<file path="config.mk">
export PLATFORM = sky130hd
export DESIGN_NAME = wsum3_mac
export DESIGN_NICKNAME = d
export VERILOG_FILES = /design/src/rtl/wsum3_pkg.sv /design/src/rtl/wsum3_seq.sv /design/src/rtl/wsum3_opmux.sv /design/src/rtl/wsum3_mulacc.sv /design/src/rtl/wsum3_mac.sv
export SDC_FILE = /design/constraint.sdc
export NUM_CORES = 1
export LEC_CHECK = 0
export ABC_AREA = 1
export BUFFER_PORTS_ARGS = -buffer_cell sky130_fd_sc_hd__buf_2
export CORE_ASPECT_RATIO = 0.9
export CORE_MARGIN = 4
export CORE_UTILIZATION = 60
export CTS_CLUSTER_SIZE = 28
export DETAILED_ROUTE_END_ITERATION = 16
export PLACE_DENSITY = 0.9
export REMOVE_ABC_BUFFERS = 1
export SKIP_LAST_GASP = 1
export SYNTH_ARGS = -nofsm -noshare
export SYNTH_HDL_FRONTEND = slang
export SYNTH_SLANG_ARGS = --single-unit
</file>
<file path="constraint.sdc">
create_clock -name clk -period 7.8 [get_ports clk]
set_input_delay 2.34 -clock clk [delete_from_list [all_inputs] [get_ports clk]]
set_output_delay 2.34 -clock clk [all_outputs]
set_load 0.02 [all_outputs]
</file>
<file path="src/rtl/wsum3_pkg.sv">
package wsum3_pkg;
    localparam int unsigned NTERMS = 3;
    localparam int unsigned IW     = $clog2(NTERMS);

    typedef enum logic [1:0] {
        SQ_IDLE,
        SQ_ISSUE,
        SQ_FLUSH
    } sq_state_t;
endpackage

</file>
<file path="src/rtl/wsum3_seq.sv">
module wsum3_seq
    import wsum3_pkg::*;
(
    input  logic          clk,
    input  logic          rst_n,
    input  logic          start,
    output logic          clr,
    output logic          issue,
    output logic          last,
    output logic [IW-1:0] idx
);
    localparam logic [IW-1:0] LAST_IDX = IW'(NTERMS - 1);

    sq_state_t state, nxt;

    // state register
    always_ff @(posedge clk or negedge rst_n) begin
        if (!rst_n) state <= SQ_IDLE;
        else        state <= nxt;
    end

    // next-state
    always_comb begin
        nxt = state;
        unique case (state)
            SQ_IDLE:  if (start)          nxt = SQ_ISSUE;
            SQ_ISSUE: if (idx == LAST_IDX) nxt = SQ_FLUSH;
            SQ_FLUSH:                      nxt = SQ_IDLE;
            default:                       nxt = SQ_IDLE;
        endcase
    end

    // outputs
    always_comb begin
        clr   = (state == SQ_IDLE) && start;
        issue = (state == SQ_ISSUE);
        last  = issue && (idx == LAST_IDX);
    end

    always_ff @(posedge clk or negedge rst_n) begin
        if (!rst_n)              idx <= '0;
        else if (clr)            idx <= '0;
        else if (issue && !last) idx <= idx + IW'(1);
    end

    assert_idx_range_R8: assert property (@(posedge clk) disable iff (!rst_n)
        idx <= LAST_IDX);
    assert_idx_step_R8: assert property (@(posedge clk) disable iff (!rst_n)
        (issue && !last) |=> (idx == $past(idx) + IW'(1)));
    assert_flush_exit_R2: assert property (@(posedge clk) disable iff (!rst_n)
        (state == SQ_FLUSH) |=> (state == SQ_IDLE));
    assert_busy_start_R4: assert property (@(posedge clk) disable iff (!rst_n)
        (state != SQ_IDLE && start) |=> (state != SQ_IDLE || $past(state) == SQ_FLUSH));
endmodule

</file>
<file path="src/rtl/wsum3_opmux.sv">
module wsum3_opmux
    import wsum3_pkg::*;
#(
    parameter int unsigned DW = 8
) (
    input  logic                      clk,
    input  logic                      rst_n,
    input  logic [NTERMS-1:0][DW-1:0] wgt,
    input  logic [NTERMS-1:0][DW-1:0] smp,
    input  logic                      issue,
    input  logic                      last,
    input  logic [IW-1:0]             idx,
    output logic [DW-1:0]             op_w,
    output logic [DW-1:0]             op_s,
    output logic                      op_vld,
    output logic                      op_last
);
    logic [DW-1:0] sel_w, sel_s;

    always_comb begin
        sel_w = '0;
        sel_s = '0;
        for (int t = 0; t < NTERMS; t++) begin
            if (idx == IW'(t)) begin
                sel_w = wgt[t];
                sel_s = smp[t];
            end
        end
    end

    always_ff @(posedge clk or negedge rst_n) begin
        if (!rst_n) begin
            op_w    <= '0;
            op_s    <= '0;
            op_vld  <= 1'b0;
            op_last <= 1'b0;
        end else begin
            op_vld  <= issue;
            op_last <= last;
            if (issue) begin
                op_w <= sel_w;
                op_s <= sel_s;
            end
        end
    end

    assert_last_is_valid_R8: assert property (@(posedge clk) disable iff (!rst_n)
        op_last |-> op_vld);
    assert_terms_back_to_back_R8: assert property (@(posedge clk) disable iff (!rst_n)
        (op_vld && !op_last) |=> op_vld);
endmodule

</file>
<file path="src/rtl/wsum3_mulacc.sv">
module wsum3_mulacc #(
    parameter int unsigned DW = 8,
    parameter int unsigned AW = 2 * DW + 2
) (
    input  logic          clk,
    input  logic          rst_n,
    input  logic          clr,
    input  logic [DW-1:0] op_w,
    input  logic [DW-1:0] op_s,
    input  logic          op_vld,
    input  logic          op_last,
    output logic [AW-1:0] acc,
    output logic          done
);
    localparam int unsigned PW = 2 * DW;

    logic [PW-1:0] prod;
    logic [AW-1:0] sum;

    // the one multiplier and the one adder
    always_comb begin
        prod = op_w * op_s;
        sum  = acc + {{(AW - PW){1'b0}}, prod};
    end

    always_ff @(posedge clk or negedge rst_n) begin
        if (!rst_n) begin
            acc  <= '0;
            done <= 1'b0;
        end else begin
            done <= op_vld && op_last;
            if (clr)         acc <= '0;
            else if (op_vld) acc <= sum;
        end
    end

    assert_no_overflow_R3: assert property (@(posedge clk) disable iff (!rst_n)
        (op_vld && !clr) |=> (acc >= $past(acc)));
    assert_done_single_R2: assert property (@(posedge clk) disable iff (!rst_n)
        done |=> !done);
    assert_hold_R5: assert property (@(posedge clk) disable iff (!rst_n)
        (!clr && !op_vld) |=> $stable(acc));
    assert_clear_R7: assert property (@(posedge clk) disable iff (!rst_n)
        clr |=> (acc == '0));
endmodule

</file>
<file path="src/rtl/wsum3_mac.sv">
module wsum3_mac
    import wsum3_pkg::*;
#(
    parameter int unsigned DW = 8,
    parameter int unsigned AW = 2 * DW + 2
) (
    input  logic          clk,
    input  logic          rst_n,
    input  logic          start,
    input  logic [DW-1:0] k0,
    input  logic [DW-1:0] k1,
    input  logic [DW-1:0] k2,
    input  logic [DW-1:0] s0,
    input  logic [DW-1:0] s1,
    input  logic [DW-1:0] s2,
    output logic [AW-1:0] result,
    output logic          done
);
    logic [NTERMS-1:0][DW-1:0] wgt, smp;
    logic                      clr, issue, last;
    logic [IW-1:0]             idx;
    logic [DW-1:0]             op_w, op_s;
    logic                      op_vld, op_last;

    assign wgt = {k2, k1, k0};
    assign smp = {s2, s1, s0};

    wsum3_seq u_seq (
        .clk   (clk),
        .rst_n (rst_n),
        .start (start),
        .clr   (clr),
        .issue (issue),
        .last  (last),
        .idx   (idx)
    );

    wsum3_opmux #(.DW(DW)) u_opmux (
        .clk     (clk),
        .rst_n   (rst_n),
        .wgt     (wgt),
        .smp     (smp),
        .issue   (issue),
        .last    (last),
        .idx     (idx),
        .op_w    (op_w),
        .op_s    (op_s),
        .op_vld  (op_vld),
        .op_last (op_last)
    );

    wsum3_mulacc #(.DW(DW), .AW(AW)) u_mulacc (
        .clk     (clk),
        .rst_n   (rst_n),
        .clr     (clr),
        .op_w    (op_w),
        .op_s    (op_s),
        .op_vld  (op_vld),
        .op_last (op_last),
        .acc     (result),
        .done    (done)
    );

    assert_done_after_start_R2: assert property (@(posedge clk) disable iff (!rst_n)
        $rose(done) |-> $past(op_last));
endmodule

</file>
; ---- Yosys cells after proc, flatten, opt, wreduce, memory -nomap -nowiden
; Cells that the tools add are included.
; W data, S select, Z words.
[classes]
add_sub_neg = 2
mul = 1
div = 0
magnitude_cmp = 0
eq_ne = 5
shifts = 0
muxes = 13
bitwise_logic = 0
reduce_logical = 10
[ops]
columns = operator, count
row1 = $mux W8, 6
row2 = $mux W18, 2
row3 = $add A18 B16 Y18, 1
row4 = $mul A8 B8 Y16, 1
row5 = $mux W2, 4
row6 = $eq A2 B1 Y1 const B, 2
row7 = $logic_and A1 B1 Y1, 4
row8 = $logic_not A2 Y1, 2
row9 = $ne A2 B2 Y1 const B, 2
row10 = $pmux W2 S2, 1
row11 = $reduce_bool A2 Y1, 2
row12 = $add A2 B1 Y2 const B, 1
row13 = $eq A2 B2 Y1 const B, 1
row14 = $reduce_and A2 Y1, 1
row15 = $logic_not A1 Y1, 1
[totals]
ff_bits = 41
latchBits = 0
mem_bits_rw = 0
romBits = 0
in_bits = 51
out_inout_bits = 19
n_memories = 0

; ---- Logic depth before layout (Yosys ltp)
[logic_depth]
ltp_word = 6
depth_mapped = 21
depth_no_buf = 20

; ---- Hierarchy
; A second synthesis with hierarchy kept.
[hier_totals]
cells_unflattened = 700
area_unflattened_um2 = 4911.0
[modules_own_cells]
columns = mod, instances, cells_per_inst, area_each_um2
row1 = wsum3_mulacc, 1, 516, 3634.7
row2 = wsum3_opmux, 1, 159, 1077.3
row3 = wsum3_seq, 1, 25, 198.9

; ---- Worst setup path before layout
; No wires, ideal clock.
[synth_timing]
path_type = flip-flop to flip-flop
from = reg u_opmux.op_w[7]
to = reg u_mulacc.acc[16]
t_arrival_ns = 3.772
required_ns = 7.683
setup_slack_ns = 3.910
stages_incl_launch_ff = 19
synth_period_minus_slack_ns = 3.890
cell_sequence = dfrtp_1 -> clkbuf_1 -> nand2_1 -> fa_1 -> inv_1 -> fa_1 -> fa_1 -> inv_1 -> fa_1 -> inv_1 -> ha_1 -> nand2_1 -> nand2_1 -> nand2_1 -> nand2_1 -> a21oi_1 -> nand3_1 -> nand3_1 -> nand2_1
[synth_between]
elab_chain_cells = 4
[synth_rtl]
columns = element, line
row1 = start: declaration, wsum3_opmux.sv:13  ; output logic [DW-1:0] op_w,
row2 = start signal: assignment, wsum3_opmux.sv:41  ; op_w <= sel_w;
row3 = $mul A8 B8 Y16, wsum3_mulacc.sv:22  ; prod = op_w * op_s;
row4 = $add A18 B16 Y18, wsum3_mulacc.sv:23  ; sum = acc + {{(AW - PW){1'b0}}, prod};
row5 = $mux W18, wsum3_mulacc.sv:33  ; else if (op_vld) acc <= sum;
row6 = $mux W18, wsum3_mulacc.sv:32  ; if (clr) acc <= '0;
row7 = end signal: assignment, wsum3_mulacc.sv:33
row8 = end: declaration, wsum3_mulacc.sv:12  ; output logic [AW-1:0] acc,
; Every way passes these cells. The select of a mux whose other input is x is not followed.
; A chain may end at the register's enable or synchronous reset.

; ---- Final worst setup path
; Ends and elaborated chain as after synthesis.

==> run metrics <==
initial antenna violation count 0; sequential element share of the synthesized area 21.28%; Pre-Repair DR Iteration Count 5; Critical R2R Capture u_mulacc.acc[16]$_DFFE_PN0P_; Hold Worst Slack 0.4501 ns; clk sinks 41; Synth Cell Area 4821 um^2; Reg2Reg Depth 17; top-area cell type share of the netlist area 21.28%; Post-CTS Resized 0; design area 5268 um^2; CP Data Required Time 7.99 ns; WL per Instance 13.41 um; DIE HEIGHT 93.04 um; Final Hold Fails 0; Pins Over Slew Limit 0; Initial Util 62.65%; Core Util, Final 68.46%; DRC 0; fraction of layout instances using a drive strength above 1 13.21%; Worst Path Arrival 4.37 ns; GPL Wtd Cong 0.9394; Synth Area per Inst 7.185 um^2; Hold EP u_mulacc.done$_DFF_PN0_; Synth cell types 31; Routed WL 10930 um; first-pass GRT wire length 19590 um; vias 4280; worst reg2reg setup slack 3.63 ns; met1 GRT Util 32.44%; Worst Hold Depth 2; CTS Hold Buffers Added 0; # diodes 0; post-DP HPWL 8975 um; Tmin final 4.174 ns; Critical Path End Type register; warnings from Yosys 0; Port Buffers 69; # nets final 862; vias in the first global route 4479; Setup crit start kind register; leakage power 0.003255 uW; CP Class reg -> reg; Tot Pwr 2401 uW; Vias/cell 5.252; Num CTS Buffers 5; peak supply drop 0.2597 mV; Slew @ Worst Pin 1.104 ns; skew final 0.007975 ns; Clock Tree Buf Depth 2; maximum number of pins on one net before global-route repair 42; Fin Setup TNS 0 ns; 1st-iter DRT viols 259; Core Box Area 7695 um^2; GR Overflow Total 0; die area 9535 um^2; CTS H-tree lvls 2; crit path max fanout 9; All-Layer GR Usage 25.68%; DP Area 5152 um^2; postcts setup bufs 0; Hold WC Path Type reg -> reg; maxcap violations 0; top post-synthesis cells by area dfrtp_1 21%, fa_1 21%, nand2_1 14%; Gate Count Post-Synth 671; post-route ant nets 0; number of synthesized register bits 41; worst rel slew slack 26.40%; Die W 102.5 um; met3 usage 3.505%; GR peak layer met2; clk_lat worst skew 0.30 ns; CTS tree built; unrepaired setup endpoints after global routing false; hold_sp u_opmux.op_last$_DFF_PN0_; grt met2 use 45.27%; Ports 70; Site Rows 30; outcome completed; Power Density 455.9 nW/um^2; Final setup viols 0; area grow syn2layout 9.265%; CTS root buf clkbuf_8; clock slew seen by the registers of the worst setup and hold paths 0.09 ns; fmax 239.6 MHz; Yosys top cell by area dfrtp_1; period utilization 53.52%; RR Startpoint u_opmux.op_w[7]$_DFFE_PN0P_
where the power goes:
group | internal, uW | switching, uW
Sequential | 301 | 127
Combinational | 641 | 1150
Clock | 95.9 | 83.7
Total | 1040 | 1360
worst max-delay path by stage:
stage | from | end | slack, ns | cells past startpoint
CTS | u_opmux.op_w[7]$_DFFE_PN0P_ | u_mulacc.acc[16]$_DFFE_PN0P_ | 3.65 | 17
floorplan | u_opmux.op_w[7]$_DFFE_PN0P_ | u_mulacc.acc[16]$_DFFE_PN0P_ | 4.03 | 17
global placement | u_opmux.op_s[2]$_DFFE_PN0P_ | u_mulacc.acc[16]$_DFFE_PN0P_ | 3.72 | 17
global route | u_opmux.op_w[7]$_DFFE_PN0P_ | u_mulacc.acc[16]$_DFFE_PN0P_ | 3.35 | 17
finish | u_opmux.op_w[7]$_DFFE_PN0P_ | u_mulacc.acc[16]$_DFFE_PN0P_ | 3.63 | 17
detailed placement | u_opmux.op_w[7]$_DFFE_PN0P_ | u_mulacc.acc[16]$_DFFE_PN0P_ | 3.66 | 17
layout by cell type (no fill, tap or decap), types with 4 or more instances in the layout:
cell type / n
nand2_1: 186
inv_1: 171
buf_2: 69
fa_1: 50
ha_1: 43
dfrtp_1: 41
a21oi_1: 40
nand3_1: 32
o21ai_1: 19
nor2_1: 17
o21ai_0: 12
inv_2: 6
clkbuf_8: 5
nor2_2: 4
final cells by class:
cell class	instances	area, um^2
timing repair buffer	70	352.8
multi-input combinational	421	2979
clock buffer	5	68.82
tap	96	120.1
fill	621	2427
sequential	41	1026
clock inverter	3	46.29
inverter	179	674.4
worst max-delay path, stage by stage (launching register included):
cell and delay (ns):
dfrtp_1 0.56, nand2_1 0.14, fa_1 0.56, inv_1 0.06, fa_1 0.50, fa_1 0.55, inv_1 0.06, fa_1 0.53
inv_1 0.04, ha_1 0.35, nand2_1 0.09, nand2_1 0.08, nand2_1 0.07, nand2_1 0.06, a21oi_1 0.20, nand3_1 0.10
nand3_1 0.09, nand2_1 0.05
cells in the mapped netlist, drive strengths merged:
cell    count
inv       178
a21o        1
a21oi      41
ha         43
dfrtp      41
nor2       21
clkinv      1
a22o        1
or2         1
nand3b      2
clkbuf     21
o22ai       2
buf         9
o21ai      31
fa         50
nor3        1
nand4       2
nand3      34
xor2        2
nand2     189
per-layer routing:
layer | up-vias | part of all wire, %
met1 | 2016 | 40
met5 | - | 0
met3 | 32 | 6.3
li1 | 2069 | -
met2 | 163 | 51
met4 | 0 | 3.2
flip-flops by register name, indices dropped and copies added (netlist names):
register	count
u_opmux.op_last	1
u_opmux.op_vld	1
u_mulacc.done	1
u_seq.state	2
u_opmux.op_w	8
u_seq.idx	2
u_mulacc.acc	18
u_opmux.op_s	8
through the flow:
step,setup slack [ns],instances
2_1_floorplan,4.031,641
3_3_place_gp,3.720,807
3_5_place_dp,3.663,807
4_1_cts,3.646,815
5_1_grt,3.346,815
6_report,3.626,815
cell families (layout without fill, tap and decap cells):
| group | after synthesis | after routing | share of synthesized area, % |
|---|---|---|---|
| buffers and inverters | 209 | 257 | 16.92 |
| XOR/XNOR | 2 | 2 | 0.3634 |
| AND/OR/NAND/NOR | 250 | 250 | 21.36 |
| AO/OA/AOI/OAI | 76 | 76 | 8.150 |
| flip-flops | 41 | 41 | 21.28 |
| adder cells (fa/ha/maj) | 93 | 93 | 31.92 |
No activity file was read; power rests on OpenSTA's default activity.
